## src/rtl/twi_pkg.sv

```systemverilog
package twi_pkg;

    typedef enum logic [3:0] {
        ST_IDLE,
        ST_DEV,
        ST_DEV_ACK,
        ST_PHI,
        ST_PHI_ACK,
        ST_PLO,
        ST_PLO_ACK,
        ST_WDAT,
        ST_WDAT_ACK,
        ST_RDAT,
        ST_RDAT_ACK,
        ST_RHOLD
    } state_t;

    typedef enum logic [1:0] {
        RGN_RAM,
        RGN_RSV,
        RGN_REG
    } region_t;

endpackage

```

## src/rtl/twi_sync.sv

```systemverilog
// Multi-stage synchronizer per line, plus a one-cycle-old copy for edge detection.
module twi_sync #(
    parameter int STAGES = 2,
    parameter int LINES  = 2
) (
    input  logic             clk,
    input  logic             rst_n,
    input  logic [LINES-1:0] din,
    output logic [LINES-1:0] dout,
    output logic [LINES-1:0] dprev
);

    for (genvar g = 0; g < LINES; g++) begin : g_line
        logic [STAGES-1:0] chain;
        logic              last;

        always_ff @(posedge clk or negedge rst_n) begin
            if (!rst_n) begin
                chain <= '1;
                last  <= 1'b1;
            end else begin
                chain <= {chain[STAGES-2:0], din[g]};
                last  <= chain[STAGES-1];
            end
        end

        assign dout[g]  = chain[STAGES-1];
        assign dprev[g] = last;
    end

endmodule

```

## src/rtl/twi_cond.sv

```systemverilog
// Bus condition decoder: START, STOP and SCL edges from synced levels.
module twi_cond (
    input  logic scl,
    input  logic sda,
    input  logic scl_p,
    input  logic sda_p,
    output logic start,
    output logic stop,
    output logic scl_rise,
    output logic scl_fall
);

    logic scl_held;

    always_comb begin
        scl_held = scl & scl_p;
        start    = scl_held & sda_p & ~sda;
        stop     = scl_held & ~sda_p & sda;
        scl_rise = scl & ~scl_p;
        scl_fall = ~scl & scl_p;
    end

endmodule

```

## src/rtl/twi_ptr.sv

```systemverilog
// Address pointer with byte loads, wrap-around increment and region decode.
module twi_ptr #(
    parameter int          AW       = 15,
    parameter int unsigned RSV_BASE = 'h7FF0,
    parameter int unsigned REG_BASE = 'h7FF7
) (
    input  logic              clk,
    input  logic              rst_n,
    input  logic              clr,
    input  logic              ld_hi,
    input  logic              ld_lo,
    input  logic              inc,
    input  logic [7:0]        ld_byte,
    output logic [AW-1:0]     ptr,
    output twi_pkg::region_t  rgn
);

    localparam logic [AW-1:0] RSV_A = AW'(RSV_BASE);
    localparam logic [AW-1:0] REG_A = AW'(REG_BASE);

    always_ff @(posedge clk or negedge rst_n) begin
        if (!rst_n) begin
            ptr <= '0;
        end else if (clr) begin
            ptr <= '0;
        end else if (ld_hi) begin
            ptr <= AW'({ld_byte, ptr[7:0]});
        end else if (ld_lo) begin
            ptr[7:0] <= ld_byte;
        end else if (inc) begin
            ptr <= ptr + AW'(1);
        end
    end

    always_comb begin
        if (ptr >= REG_A) begin
            rgn = twi_pkg::RGN_REG;
        end else if (ptr >= RSV_A) begin
            rgn = twi_pkg::RGN_RSV;
        end else begin
            rgn = twi_pkg::RGN_RAM;
        end
    end

endmodule

```

## src/rtl/twi_mem_target.sv

```systemverilog
module twi_mem_target #(
    parameter int          AW       = 15,
    parameter int          SYNC_LEN = 2,
    parameter logic [6:0]  DEV_ADDR = 7'h68,
    parameter int unsigned RSV_BASE = 'h7FF0,
    parameter int unsigned REG_BASE = 'h7FF7
) (
    input  logic          clk,
    input  logic          rst_n,
    input  logic          scl_i,
    input  logic          sda_i,
    output logic          sda_oe,
    input  logic          pfail_i,
    output logic [AW-1:0] mem_addr,
    output logic          mem_we,
    output logic          mem_re,
    output logic [7:0]    mem_wdata,
    input  logic [7:0]    mem_rdata,
    output logic          mem_reg_sel
);

    import twi_pkg::*;

    localparam int BITS = 8;

    logic [1:0] line_s, line_p;
    logic       scl_s, sda_s;
    logic       cond_start, cond_stop, scl_rise, scl_fall;

    state_t     state, nxt;
    logic [3:0] cnt;
    logic [7:0] shreg, tx, tx_nxt, rd_buf;
    logic       mack;
    logic       byte_done, rx_state, drv_nxt;

    logic          ptr_clr, ld_hi, ld_lo, inc, do_wr, do_fetch, load_tx;
    logic [AW-1:0] ptr;
    region_t       rgn;

    twi_sync #(.STAGES(SYNC_LEN), .LINES(2)) u_sync (
        .clk   (clk),
        .rst_n (rst_n),
        .din   ({scl_i, sda_i}),
        .dout  (line_s),
        .dprev (line_p)
    );

    assign scl_s = line_s[1];
    assign sda_s = line_s[0];

    twi_cond u_cond (
        .scl      (line_s[1]),
        .sda      (line_s[0]),
        .scl_p    (line_p[1]),
        .sda_p    (line_p[0]),
        .start    (cond_start),
        .stop     (cond_stop),
        .scl_rise (scl_rise),
        .scl_fall (scl_fall)
    );

    twi_ptr #(.AW(AW), .RSV_BASE(RSV_BASE), .REG_BASE(REG_BASE)) u_ptr (
        .clk     (clk),
        .rst_n   (rst_n),
        .clr     (ptr_clr),
        .ld_hi   (ld_hi),
        .ld_lo   (ld_lo),
        .inc     (inc),
        .ld_byte (shreg),
        .ptr     (ptr),
        .rgn     (rgn)
    );

    assign byte_done = scl_fall && (cnt == 4'(BITS));
    assign rx_state  = (state == ST_DEV) || (state == ST_PHI) ||
                       (state == ST_PLO) || (state == ST_WDAT);

    // next state and per-cycle control strobes
    always_comb begin
        nxt      = state;
        ptr_clr  = 1'b0;
        ld_hi    = 1'b0;
        ld_lo    = 1'b0;
        inc      = 1'b0;
        do_wr    = 1'b0;
        do_fetch = 1'b0;
        load_tx  = 1'b0;
        if (pfail_i) begin
            nxt     = ST_IDLE;
            ptr_clr = 1'b1;
        end else if (cond_start) begin
            nxt = ST_DEV;
        end else if (cond_stop) begin
            nxt = ST_IDLE;
        end else begin
            unique case (state)
                ST_IDLE: ;
                ST_DEV: begin
                    if (byte_done) begin
                        if (shreg[7:1] == DEV_ADDR) begin
                            nxt      = ST_DEV_ACK;
                            do_fetch = shreg[0];
                        end else begin
                            nxt = ST_IDLE;
                        end
                    end
                end
                ST_DEV_ACK: begin
                    if (scl_fall) begin
                        if (shreg[0]) begin
                            nxt     = ST_RDAT;
                            load_tx = 1'b1;
                            inc     = 1'b1;
                        end else begin
                            nxt = ST_PHI;
                        end
                    end
                end
                ST_PHI: begin
                    if (byte_done) begin
                        nxt   = ST_PHI_ACK;
                        ld_hi = 1'b1;
                    end
                end
                ST_PHI_ACK: if (scl_fall) nxt = ST_PLO;
                ST_PLO: begin
                    if (byte_done) begin
                        nxt   = ST_PLO_ACK;
                        ld_lo = 1'b1;
                    end
                end
                ST_PLO_ACK: if (scl_fall) nxt = ST_WDAT;
                ST_WDAT: begin
                    if (byte_done) begin
                        nxt   = ST_WDAT_ACK;
                        do_wr = 1'b1;
                        inc   = 1'b1;
                    end
                end
                ST_WDAT_ACK: if (scl_fall) nxt = ST_WDAT;
                ST_RDAT: begin
                    if (byte_done) begin
                        nxt      = ST_RDAT_ACK;
                        do_fetch = 1'b1;
                    end
                end
                ST_RDAT_ACK: begin
                    if (scl_fall) begin
                        if (mack) begin
                            nxt     = ST_RDAT;
                            load_tx = 1'b1;
                            inc     = 1'b1;
                        end else begin
                            nxt = ST_RHOLD;
                        end
                    end
                end
                ST_RHOLD: ;
                default: nxt = ST_IDLE;
            endcase
        end
    end

    // transmit shifter and SDA drive decision
    always_comb begin
        if (load_tx) begin
            tx_nxt = rd_buf;
        end else if (state == ST_RDAT && scl_fall && cnt != 4'(BITS)) begin
            tx_nxt = {tx[6:0], 1'b1};
        end else begin
            tx_nxt = tx;
        end
        drv_nxt = (nxt == ST_DEV_ACK) || (nxt == ST_PHI_ACK) ||
                  (nxt == ST_PLO_ACK) || (nxt == ST_WDAT_ACK) ||
                  ((nxt == ST_RDAT) && !tx_nxt[7]);
    end

    // state register
    always_ff @(posedge clk or negedge rst_n) begin
        if (!rst_n) begin
            state <= ST_IDLE;
        end else begin
            state <= nxt;
        end
    end

    // outputs and datapath
    always_ff @(posedge clk or negedge rst_n) begin
        if (!rst_n) begin
            cnt         <= '0;
            shreg       <= '0;
            tx          <= '1;
            rd_buf      <= '0;
            mack        <= 1'b0;
            sda_oe      <= 1'b0;
            mem_we      <= 1'b0;
            mem_re      <= 1'b0;
            mem_addr    <= '0;
            mem_wdata   <= '0;
            mem_reg_sel <= 1'b0;
        end else begin
            if (pfail_i || cond_start || (nxt != state)) begin
                cnt <= '0;
            end else if (scl_rise && state != ST_IDLE && state != ST_RHOLD) begin
                cnt <= cnt + 4'd1;
            end
            if (scl_rise && rx_state) begin
                shreg <= {shreg[6:0], sda_s};
            end
            if (scl_rise && state == ST_RDAT_ACK) begin
                mack <= !sda_s;
            end
            tx     <= tx_nxt;
            sda_oe <= drv_nxt;
            mem_we <= do_wr && (rgn != RGN_RSV);
            mem_re <= do_fetch;
            if (do_wr || do_fetch) begin
                mem_addr    <= ptr;
                mem_reg_sel <= (rgn == RGN_REG);
            end
            if (do_wr) begin
                mem_wdata <= shreg;
            end
            if (mem_re) begin
                rd_buf <= mem_rdata;
            end
        end
    end

endmodule

```

## config.mk

```make
export PLATFORM = sky130hd
export DESIGN_NAME = twi_mem_target
export DESIGN_NICKNAME = d
export VERILOG_FILES = /design/src/rtl/twi_pkg.sv /design/src/rtl/twi_sync.sv /design/src/rtl/twi_cond.sv /design/src/rtl/twi_ptr.sv /design/src/rtl/twi_mem_target.sv
export SDC_FILE = /design/constraint.sdc
export NUM_CORES = 1
export LEC_CHECK = 0
export BUFFER_PORTS_ARGS = -buffer_cell sky130_fd_sc_hd__buf_2
export CAP_MARGIN = 20
export CORE_MARGIN = 2
export CORE_UTILIZATION = 53
export DETAILED_ROUTE_END_ITERATION = 10
export GPL_TIMING_DRIVEN = 0
export PLACE_DENSITY = 0.75
export SYNTH_ARGS = -nofsm -noshare
export SYNTH_HDL_FRONTEND = slang
export SYNTH_SLANG_ARGS = --single-unit
```

## constraint.sdc

```tcl
create_clock -name clk -period 2.16 [get_ports clk]
set_clock_uncertainty 0.05 [all_clocks]
set_input_delay 0.216 -clock clk [delete_from_list [all_inputs] [get_ports clk]]
set_output_delay 0.216 -clock clk [all_outputs]
set_load 0.005 [all_outputs]
```

==> impl_metrics.yaml <==
drt:
  drtIter0Drc: 297
  ant_nets: 0
  dr.pass1.iters: 6
  vias: 3405
  drc: 0
  wl_per_cell_um: 17.2
  vias_per_cell: 5.94
  drt-total-wl_mm: 9.84
timing:
  hold_violations: 0
  drv_slew: 0
  max_slew_margin_pct: 57.7
  fin_crit_sh_pct: 105
  fin_crit_ns: 2.26
  max_clock_freq_mhz: 443
  setup_slack_ns: -0.0973
  final.setup.tns_ns: -0.828
  tightest_slew_ns: 0.632
  finalSetupViolations: 22
  rsz0062_at_grt: "yes"
pwr:
  switching_share_pct: 25.6
  power_frac_clock_pct: 38.5
  p_per_area_nw_per_um2: 567
  p_leak_nw: 2.41
  combPwrFrac_pct: 6.9
  vdd_drop_max_uv: 390
  p_seq_share_pct: 54.6
  power_switching_mw: 0.752
  p_int_mw: 2.18
critical_path:
  crit_start: "u_sync.g_line[1].chain[1]"
  required_ns: 2.37
  r2r_cells: 10
  crit_path_end_kind: "register"
  r2r_setup_slack_ns: -0.1
  critPathArrivalTime_ns: 2.47
  regToRegStartpoint: "u_sync.g_line[1].chain[1]"
  crit_fanout: 7
  timing.rr.end: "u_ptr.ptr[7]"
  start_kind: "register"
  worstSetupPathType: "register to register"
clock_network:
  clock_sinks: 81
  cts_tree: "built"
  cts_root_buf: "clkbuf_8"
  insertion_delay_ns: 0.37
  cts_buffers: 9
  htreeDepth: 3
  path_clk_slew_ns: 0.09
  cts.path.max_buffers: 2
floorplan:
  rows: 32
  fp.dieW_um: 92.2
  die_h_um: 92.2
  pin_count: 40
  start_util_pct: 54.1
  fp.dieArea_sq_um: 8490
  core_sq_um: 7610
job:
  maxCapViolations: 0
layout:
  diodes: 0
  nNetsFinal: 483
  drive_above_1_share_pct: 43.9
  regArea_sq_um: 2050
  multi_input_area_sq_um: 2140
  stdcell_count: 573
  num-fill-cells: 583
  syn_to_final_growth_pct: 25.6
synth:
  syn-instance-count: 379
  synth-edff-count: 0
  synthFlopType: "dfrtp_1"
  syn_nets: 396
  syn_avg_cell_area_sq_um: 10.9
  yosysSeqAreaShare_pct: 49.6
  ys_types: 71
  yosys_register_bits: 81
  synthArstFlopShare_pct: 100
  synth_area_sq_um: 4120
  yosysWarningCount: 0
outcome:
  violations: "negative setup slack"
  status: "complete, but fails checks"
hold_path:
  hp-start: "mem_rdata[5]"
  hold_path_end: "rd_buf[5]"
  min-delay-path-class: "input port to register"
  hold_depth: 2
placed_design:
  gp_congestion: 0.933
  hpwl_mm: 6.28
  dpl.cell_count: 521
  io_buffers: 39
global_routing:
  grt_pass1_wl_mm: 15.7
  grt_max_degree: 46
  grt-ovfl-total: 0
  grt_pass1_vias: 3107
  grt_use_total_pct: 23.8
  antenna_found_initial: 0
## power groups by stage
stage	clock [mW]	combinational [mW]	sequential (mW)
after floorplan	0	0.109	1.60
after global placement	0	0.173	1.61
after detailed placement	0	0.184	1.61
after CTS	1.15	0.186	1.60
after global routing	1.22	0.221	1.61
final	1.13	0.201	1.60
## synth_stat cells, types with 5 or more instances
cell / instances / area, sq um
mux2_2: 39 / 439
o31ai_1: 5 / 37.5
nor3_1: 12 / 60.1
nand3_1: 15 / 75.1
nand2b_1: 8 / 50.1
dfstp_2: 14 / 368
a21oi_1: 20 / 100
nor2_1: 24 / 90.1
buf_2: 5 / 25.0
a22oi_1: 6 / 45.0
dfrtp_1: 67 / 1680
o21ai_0: 11 / 55.1
clkbuf_1: 9 / 33.8
nand2_1: 36 / 135
and3_1: 5 / 31.3
nor4_1: 5 / 31.3
## metrics by stage
| step | hold slack (ns) | util, % | total power, mW | worst slack, ns | cell area, sq um |
|---|---|---|---|---|---|
| after global routing | 0.0125 | 68.0 | 3.05 | -0.166 | 5170 |
| after detailed placement | 0.152 | 58.8 | 1.80 | -0.408 | 4480 |
| after global placement | 0.271 | 58.5 | 1.78 | -0.330 | 4450 |
| final | 0.0247 | 68.0 | 2.94 | -0.0973 | 5170 |
| after CTS | 0.0201 | 64.8 | 2.94 | -0.0152 | 4930 |
| after floorplan | -0.130 | - | 1.71 | -0.0206 | 4130 |
## sequential cells by signal (all words and copies together), names as in the netlist, 2 cells and up
| register | count |
|---|---|
| u_sync.g_line.last | 2 |
| cnt | 4 |
| rd_buf | 8 |
| mem_wdata | 8 |
| u_sync.g_line.chain | 4 |
| u_ptr.ptr | 15 |
| tx | 8 |
| state | 4 |
| shreg | 8 |
| mem_addr | 15 |
## worst max-delay path: stages, from the launching register on
cell and delay [ns]:
dfstp_2 0.55, buf_6 0.11, nand4b_1 0.14, buf_4 0.14
nor3_4 0.05, buf_6 0.12, a21o_4 0.22, or3_4 0.41
buf_4 0.18, a21oi_1 0.12, a21oi_1 0.05
## how the worst max path moves through the flow
stage | endpoint | slack (ns) | cells after the start
global route | u_ptr.ptr[7] | -0.17 | 10
floorplan | u_ptr.ptr[4] | -0.02 | 8
finish | u_ptr.ptr[7] | -0.1 | 10
global placement | u_ptr.ptr[2] | -0.33 | 9
detailed placement | u_ptr.ptr[3] | -0.41 | 9
CTS | mem_addr[1] | -0.02 | 6
## layout by cell type, fill, tap and decap left out, drive strengths merged, types with 5 or more instances in the layout
cell | netlist | layout
buf | 10 | 86
dfrtp | 67 | 67
mux2 | 41 | 41
nand2 | 38 | 38
nor2 | 25 | 25
a21oi | 22 | 22
clkbuf | 10 | 18
nand3 | 15 | 15
dfstp | 14 | 14
nor3 | 13 | 13
o21ai | 12 | 12
nand2b | 8 | 8
a22oi | 6 | 6
o31ai | 6 | 6
nor4 | 6 | 6
and3 | 5 | 5
inv | 4 | 5
## area by class of cell
class | instances | area share [%]
buffer | 15 | 1.93
clock buffer | 11 | 2.54
clock inverter | 5 | 1.23
inverter | 4 | 0.290
multi-input combinational | 274 | 41.3
sequential | 81 | 39.6
tap | 102 | 2.47
timing repair buffer | 81 | 10.7
## what timing repair did
item                       CTS  global route
setup buffers               21            16
hold buffers                 3             0
setup endpoints to repair   36            36
hold endpoints to repair    30             0
pin swaps                   10            16
resized for setup           24            35
gates cloned                 1             0
## cells by family after synthesis
logic type | count (synthesis) | share of synthesized area [%]
xor+xnor | 6 | 1.46
simple gates | 137 | 17.9
fa+ha+maj | 4 | 1.22
compound gates | 82 | 14.6
mux | 45 | 12.2
flops | 81 | 49.6
buf+inv | 24 | 3.01
## metal layers
layer / GRT usage, % / vias up / share of wire [%]
met5: 0 / - / 0
li1: - / 1570 / -
met4: 9.95 / 0 / 2.9
met3: 4.93 / 26 / 5.0
met2: 36.4 / 118 / 47
met1: 33.0 / 1691 / 45
No activity file was read; power rests on OpenSTA's default activity.
